## src/rtl/kcg_pkg.sv

```systemverilog
package kcg_pkg;
  // element type selects the channel group size
  typedef enum logic {
    ELEM_B8  = 1'b0,
    ELEM_B16 = 1'b1
  } kcg_elem_e;

  localparam int unsigned GRP_SH_B8  = 6; // 64 channels per group
  localparam int unsigned GRP_SH_B16 = 5; // 32 channels per group

  function automatic logic [2:0] grp_shift(kcg_elem_e e);
    return (e == ELEM_B16) ? 3'(GRP_SH_B16) : 3'(GRP_SH_B8);
  endfunction
endpackage

```

## src/rtl/kcg_walker.sv

```systemverilog
module kcg_walker
  import kcg_pkg::*;
#(
  parameter int DIM_W = 8,
  parameter int K_W   = 4,
  parameter int OFF_W = 32,
  localparam int I_W  = DIM_W + 1
) (
  input  logic             clk,
  input  logic             rst,
  input  logic             start_ok,
  input  logic [DIM_W-1:0] ic,
  input  logic [DIM_W-1:0] oc,
  input  logic [K_W-1:0]   kh,
  input  logic [K_W-1:0]   kw,
  input  kcg_elem_e        elem,
  input  logic             step,
  output logic             busy,
  output logic             zero_hit,
  output logic [I_W-1:0]   cur_i,
  output logic [DIM_W-1:0] cur_o,
  output logic [K_W-1:0]   cur_y,
  output logic [K_W-1:0]   cur_x,
  output logic             cur_last,
  output logic [DIM_W-1:0] lat_ic,
  output logic [DIM_W-1:0] lat_oc,
  output logic [K_W-1:0]   lat_kh,
  output logic [K_W-1:0]   lat_kw,
  output logic [2:0]       lat_sh,
  output logic [OFF_W-1:0] gstride,
  output logic [OFF_W-1:0] cstride
);
  logic [2:0]       sh_in;
  logic [I_W-1:0]   gmask_in;
  logic [I_W-1:0]   ngroups_in;
  logic [I_W-1:0]   icp_in;
  logic [OFF_W-1:0] gstride_in;
  logic [OFF_W-1:0] cstride_in;
  logic [I_W-1:0]   icp_m1;
  logic             any_zero;

  always_comb begin
    sh_in      = grp_shift(elem);
    gmask_in   = (I_W'(1) << sh_in) - I_W'(1);
    ngroups_in = (I_W'(ic) + gmask_in) >> sh_in;
    icp_in     = ngroups_in << sh_in;
    gstride_in = (OFF_W'(kh) * OFF_W'(kw)) << sh_in;
    cstride_in = gstride_in * OFF_W'(ngroups_in);
    any_zero   = (ic == '0) || (oc == '0) || (kh == '0) || (kw == '0);
    zero_hit   = start_ok && any_zero;
    cur_last   = (cur_i == icp_m1) && (cur_o == lat_oc - 1'b1) &&
                 (cur_y == lat_kh - 1'b1) && (cur_x == lat_kw - 1'b1);
  end

  always_ff @(posedge clk) begin
    if (rst) begin
      busy    <= 1'b0;
      cur_i   <= '0;
      cur_o   <= '0;
      cur_y   <= '0;
      cur_x   <= '0;
      lat_ic  <= '0;
      lat_oc  <= '0;
      lat_kh  <= '0;
      lat_kw  <= '0;
      lat_sh  <= '0;
      icp_m1  <= '0;
      gstride <= '0;
      cstride <= '0;
    end else if (start_ok) begin
      busy    <= !any_zero;
      cur_i   <= '0;
      cur_o   <= '0;
      cur_y   <= '0;
      cur_x   <= '0;
      lat_ic  <= ic;
      lat_oc  <= oc;
      lat_kh  <= kh;
      lat_kw  <= kw;
      lat_sh  <= sh_in;
      icp_m1  <= icp_in - I_W'(1);
      gstride <= gstride_in;
      cstride <= cstride_in;
    end else if (step) begin
      if (cur_last) begin
        busy <= 1'b0;
      end else if (cur_x != lat_kw - 1'b1) begin
        cur_x <= cur_x + 1'b1;
      end else begin
        cur_x <= '0;
        if (cur_y != lat_kh - 1'b1) begin
          cur_y <= cur_y + 1'b1;
        end else begin
          cur_y <= '0;
          if (cur_o != lat_oc - 1'b1) begin
            cur_o <= cur_o + 1'b1;
          end else begin
            cur_o <= '0;
            cur_i <= cur_i + 1'b1;
          end
        end
      end
    end
  end
endmodule

```

## src/rtl/kcg_addr.sv

```systemverilog
module kcg_addr #(
  parameter int LANES  = 64,
  parameter int DIM_W  = 8,
  parameter int K_W    = 4,
  parameter int OFF_W  = 32,
  parameter int SRC_W  = 32,
  localparam int I_W    = DIM_W + 1,
  localparam int LANE_W = $clog2(LANES)
) (
  input  logic [I_W-1:0]    cur_i,
  input  logic [DIM_W-1:0]  cur_o,
  input  logic [K_W-1:0]    cur_y,
  input  logic [K_W-1:0]    cur_x,
  input  logic [DIM_W-1:0]  lat_ic,
  input  logic [DIM_W-1:0]  lat_oc,
  input  logic [K_W-1:0]    lat_kh,
  input  logic [K_W-1:0]    lat_kw,
  input  logic [2:0]        lat_sh,
  input  logic [OFF_W-1:0]  gstride,
  input  logic [OFF_W-1:0]  cstride,
  output logic [SRC_W-1:0]  src,
  output logic [LANE_W-1:0] lane,
  output logic [OFF_W-1:0]  off,
  output logic              pad
);
  logic [I_W-1:0]   gmask;
  logic [I_W-1:0]   grp;
  logic [I_W-1:0]   inner;
  logic [OFF_W-1:0] slot;
  logic [OFF_W-1:0] win;
  logic [SRC_W-1:0] src_raw;

  always_comb begin
    pad     = cur_i >= I_W'(lat_ic);
    gmask   = (I_W'(1) << lat_sh) - I_W'(1);
    grp     = cur_i >> lat_sh;
    inner   = cur_i & gmask;
    lane    = cur_o[LANE_W-1:0];
    slot    = OFF_W'(cur_o >> LANE_W);
    win     = (OFF_W'(cur_y) * OFF_W'(lat_kw) + OFF_W'(cur_x)) << lat_sh;
    off     = slot * cstride + OFF_W'(grp) * gstride + win + OFF_W'(inner);
    src_raw = ((SRC_W'(cur_i) * SRC_W'(lat_oc) + SRC_W'(cur_o)) * SRC_W'(lat_kh)
               + SRC_W'(cur_y)) * SRC_W'(lat_kw) + SRC_W'(cur_x);
    src     = pad ? '0 : src_raw;
  end
endmodule

```

## src/rtl/kcg_reorder.sv

```systemverilog
module kcg_reorder
  import kcg_pkg::*;
#(
  parameter int LANES  = 64,
  parameter int DIM_W  = 8,
  parameter int K_W    = 4,
  parameter int OFF_W  = 32,
  parameter int SRC_W  = 32,
  localparam int I_W    = DIM_W + 1,
  localparam int LANE_W = $clog2(LANES)
) (
  input  logic              clk,
  input  logic              rst,
  input  logic              start,
  input  logic [DIM_W-1:0]  cfg_ic,
  input  logic [DIM_W-1:0]  cfg_oc,
  input  logic [K_W-1:0]    cfg_kh,
  input  logic [K_W-1:0]    cfg_kw,
  input  logic              cfg_elem,
  output logic              out_valid,
  input  logic              out_ready,
  output logic [SRC_W-1:0]  out_src,
  output logic [LANE_W-1:0] out_lane,
  output logic [OFF_W-1:0]  out_off,
  output logic              out_pad,
  output logic              done
);
  logic             busy, zero_hit, cur_last, start_ok, step, beat_last;
  logic [I_W-1:0]   cur_i;
  logic [DIM_W-1:0] cur_o, lat_ic, lat_oc;
  logic [K_W-1:0]   cur_y, cur_x, lat_kh, lat_kw;
  logic [2:0]       lat_sh;
  logic [OFF_W-1:0] gstride, cstride, nxt_off;
  logic [SRC_W-1:0] nxt_src;
  logic [LANE_W-1:0] nxt_lane;
  logic             nxt_pad;

  assign start_ok = start && !busy && !out_valid;
  assign step     = busy && (!out_valid || out_ready);

  kcg_walker #(.DIM_W(DIM_W), .K_W(K_W), .OFF_W(OFF_W)) u_walk (
    .clk(clk), .rst(rst), .start_ok(start_ok),
    .ic(cfg_ic), .oc(cfg_oc), .kh(cfg_kh), .kw(cfg_kw),
    .elem(kcg_elem_e'(cfg_elem)), .step(step),
    .busy(busy), .zero_hit(zero_hit),
    .cur_i(cur_i), .cur_o(cur_o), .cur_y(cur_y), .cur_x(cur_x),
    .cur_last(cur_last),
    .lat_ic(lat_ic), .lat_oc(lat_oc), .lat_kh(lat_kh), .lat_kw(lat_kw),
    .lat_sh(lat_sh), .gstride(gstride), .cstride(cstride)
  );

  kcg_addr #(.LANES(LANES), .DIM_W(DIM_W), .K_W(K_W), .OFF_W(OFF_W),
             .SRC_W(SRC_W)) u_addr (
    .cur_i(cur_i), .cur_o(cur_o), .cur_y(cur_y), .cur_x(cur_x),
    .lat_ic(lat_ic), .lat_oc(lat_oc), .lat_kh(lat_kh), .lat_kw(lat_kw),
    .lat_sh(lat_sh), .gstride(gstride), .cstride(cstride),
    .src(nxt_src), .lane(nxt_lane), .off(nxt_off), .pad(nxt_pad)
  );

  always_ff @(posedge clk) begin
    if (rst) begin
      out_valid <= 1'b0;
      out_src   <= '0;
      out_lane  <= '0;
      out_off   <= '0;
      out_pad   <= 1'b0;
      beat_last <= 1'b0;
      done      <= 1'b0;
    end else begin
      done <= (out_valid && out_ready && beat_last) || zero_hit;
      if (step) begin
        out_valid <= 1'b1;
        out_src   <= nxt_src;
        out_lane  <= nxt_lane;
        out_off   <= nxt_off;
        out_pad   <= nxt_pad;
        beat_last <= cur_last;
      end else if (out_ready) begin
        out_valid <= 1'b0;
      end
    end
  end
endmodule

```

## config.mk

```make
export PLATFORM = sky130hd
export DESIGN_NAME = kcg_reorder
export DESIGN_NICKNAME = d
export VERILOG_FILES = /design/src/rtl/kcg_pkg.sv /design/src/rtl/kcg_walker.sv /design/src/rtl/kcg_addr.sv /design/src/rtl/kcg_reorder.sv
export SDC_FILE = /design/constraint.sdc
export NUM_CORES = 1
export LEC_CHECK = 0
export BUFFER_PORTS_ARGS = -buffer_cell sky130_fd_sc_hd__buf_2
export CORE_MARGIN = 2
export CORE_UTILIZATION = 35
export CTS_CLUSTER_SIZE = 28
export DETAILED_ROUTE_END_ITERATION = 10
export SLEW_MARGIN = 20
export SYNTH_ARGS = -nofsm -noshare
export SYNTH_HDL_FRONTEND = slang
export SYNTH_HIERARCHICAL = 1
export SYNTH_SLANG_ARGS = --single-unit
```

## constraint.sdc

```tcl
create_clock -name clk -period 14.9 [get_ports clk]
set_input_delay 2.98 -clock clk [delete_from_list [all_inputs] [get_ports clk]]
set_output_delay 2.98 -clock clk [all_outputs]
set_load 0.02 [all_outputs]
```

==> flow_summary.yaml <==
timing:
  rsz0062_at_grt: "no"
  slew_headroom_pct: 26.1
  post-route-min-period_ns: 11.47
  tns_ns: 0
  max_freq_mhz: 87.2
  drv_slew: 0
  setup_viol: 0
  hold_viol: 0
  fin_crit_sh_pct: 77.0
  setup_ws_ns: 3.43
  worst_pin_slew_ns: 1.10
  fin_skew_ns: 0.0181
worst_hold_path:
  hold_class: "register to register"
logic_synthesis:
  netlist.area_leader.share_pct: 28.1
  ys_types: 95
  synth_edf_count: 0
  yosysWarnings: 6
  syn_area_um2: 30600
  ys_top_cells_by_area: "fa_1, ha_1, dfxtp_1"
  ys_ff_latch: 160
  synth_largest_area_cell: "fa_1"
  synthArstFlopShare_pct: 0
  ys_seq_area_share_pct: 10.5
  ys.flop_type: "dfxtp_1"
  avgSynthCellArea_um2: 8.63
  synth_cells: 3542
grt:
  grt_pass1_vias: 22800
  antenna_found_initial: 6
  grt_overflow: 0
  grt_max_degree: 90
  grt_first_pass_wirelength_mm: 120
  grt_usage_pct: 16.6
placement:
  io_buffers: 101
  placedCellCount: 4696
  dpl_worst_slack_ns: 3.56
  place_hpwl_mm: 57.0
  place_congestion: 0.852
final_layout:
  area_growth_pct: 6.53
  drive_gt1_share_pct: 6.30
  final-instance-count-excl-fill: 4729
  fillers: 8866
  postLayoutCoreUtil_pct: 37.6
  nNetsFinal: 4348
clocking:
  cts_tree: "done"
  cts.clk_slew.worst_paths_ns: 0.08
  cts_max_level: 4
  cts_setup_buffers: 0
  cts_buffer_depth: 2
  worstSkewPairLatency_ns: 0.50
  numCtsBuffers: 17
  cts_resized: 0
  root_buffer: "clkbuf_16"
  cts_hold_buf: 0
  clock_sinks: 160
critical_path:
  crit_path_max_incr_delay_ns: 0.77
  worstPathMaxFanout: 18
  crit_top_cell: "fa_1"
  path_class: "register to register"
  worst_path_max_delay_cell: "dfxtp_1"
  required_ns: 15.32
  critPathArrivalTime_ns: 11.89
  cp-start-kind: "register"
  end_kind: "register"
floorplanning:
  core_area_um2: 86600
  die_area_um2: 89700
  rows: 108
  die_w_um: 300
  ios: 102
  start_util_pct: 35.3
  die_h_um: 300
routing:
  wl_per_cell_um: 15.2
  routed_via_density: 4.86
  drt-total-wl_mm: 72.1
  num_vias: 23000
  post-route-drc-count: 0
  drt_pass1_iterations: 5
  initialDrtViolationCount: 1348
  final_antenna_net_count: 0
power_and_ir_drop:
  power.density_nw_per_um2: 53.2
  p_leak_nw: 15.2
  power.total_mw: 1.73
  irDropWorstVdd_v: 0.0000636
run:
  cap_viol_max_count: 0
outcome:
  status: "complete, no violations"
## layout by cell type (no fill, tap or decap), types with 16 or more instances in the layout
cell       netlist  routed
a211oi_1        16      16
a21o_1          38      38
a21oi_1        103     102
and2_1         229     229
and3_1          17      17
buf_2            9     100
buf_4           49      31
clkbuf_16        0      17
conb_1           4      63
dfxtp_1        160     160
fa_1           429     429
ha_1           330     330
inv_1          534     534
mux2i_1        131     131
nand2_1        411     411
nand2b_1       169     169
nand3_1         26      26
nor2_1         167     167
nor2b_1         68      68
nor3_1          37      37
nor4_1          16      16
o21a_1          26      26
o21ai_0         52      52
o31ai_1         16      16
or3_1           20      20
xnor2_1         84      84
xor2_1          41      41
## critical path, delay by kind of cell, from the launching register on
kind,cells,cell delay [ns]
mux,1,0.11
flops,1,0.77
xor+xnor,2,0.39
buf+inv,3,0.16
simple gates,9,1.49
compound gates,15,3.04
fa+ha+maj,13,5.44
## per-layer routing
layer  up-vias  wire [um]  global-route usage [%]
met5         -         62                       0
met4        12        628                    2.87
met3        47       3950                    2.95
met2       473      29600                    24.4
met1     11200      37800                    25.3
li1      11200          -                       -
## final timing paths
check | start | endpoint | slack (ns) | depth (start not counted)
worst max-delay path | u_walk/cur_i[4]$_SDFFE_PP0P_ | out_src[25]$_SDFFE_PP0P_ | 3.43 | 43
worst min-delay path | out_off[31]$_SDFFE_PP0P_ | out_off[31]$_SDFFE_PP0P_ | 0.47 | 2
worst max register to register | u_walk/cur_i[4]$_SDFFE_PP0P_ | out_src[25]$_SDFFE_PP0P_ | 3.43 | 43
worst min register to register | out_off[31]$_SDFFE_PP0P_ | out_off[31]$_SDFFE_PP0P_ | 0.47 | 2
## synth_stat cells, drive strengths merged (27+ instances only)
cell type  instances
o21ai             70
nor2             170
nor2b             69
nand2b           170
dfxtp            160
nand3             27
fa               429
nor3              38
xor2              41
clkbuf           101
and2             229
buf               90
inv              535
a21oi            110
mux2i            131
a21o              38
nand2            411
ha               330
xnor2             84
## kinds of logic after synthesis
| group | share of synthesized area (%) |
|---|---|
| muxes | 4.66 |
| buffers and inverters | 10.0 |
| DFF | 10.5 |
| xor gates and xnor gates | 3.80 |
| other | 0.0491 |
| AOI/OAI and AO/OA | 9.26 |
| adders and majority gates | 41.6 |
| and+or+nand+nor | 20.1 |
## state kept, by name (all words and copies together) (netlist names)
| signal | flops |
|---|---|
| out_off | 32 |
| out_src | 32 |
| u_walk/cstride | 17 |
| u_walk/gstride | 11 |
| u_walk/cur_i | 9 |
| u_walk/cur_o | 8 |
| u_walk/lat_ic | 8 |
| u_walk/lat_oc | 8 |
| out_lane | 6 |
| u_walk/icp_m1 | 6 |
| u_walk/cur_x | 4 |
| u_walk/cur_y | 4 |
| u_walk/lat_kh | 4 |
| u_walk/lat_kw | 4 |
| u_walk/lat_sh | 2 |
| beat_last | 1 |
| done | 1 |
| out_pad | 1 |
| out_valid | 1 |
| u_walk/busy | 1 |
## area by class of cell
cell class | instances | area [um2] | share of cell area [%]
multi-input combinational | 2713 | 24600 | 75.6
sequential | 160 | 3200 | 9.84
clock buffer | 19 | 443 | 1.36
antenna | 1 | 2.50 | 0.00768
inverter | 537 | 2020 | 6.19
clock inverter | 13 | 119 | 0.365
tap | 1155 | 1450 | 4.44
timing repair buffer | 131 | 733 | 2.25
## metrics by stage
stage	hold WS (ns)	instance area [um2]
final	0.470	32600
after global routing	0.493	32600
after CTS	0.474	32600
after detailed placement	0.459	32000
after global placement	0.457	32000
after floorplan	0.428	30800
## where the power goes
group          switching (mW)  internal, mW
Sequential             0.0347         0.458
Combinational           0.463         0.321
Clock                   0.231         0.224
Total                   0.729          1.00
Power figures use the tool's default switching activity.
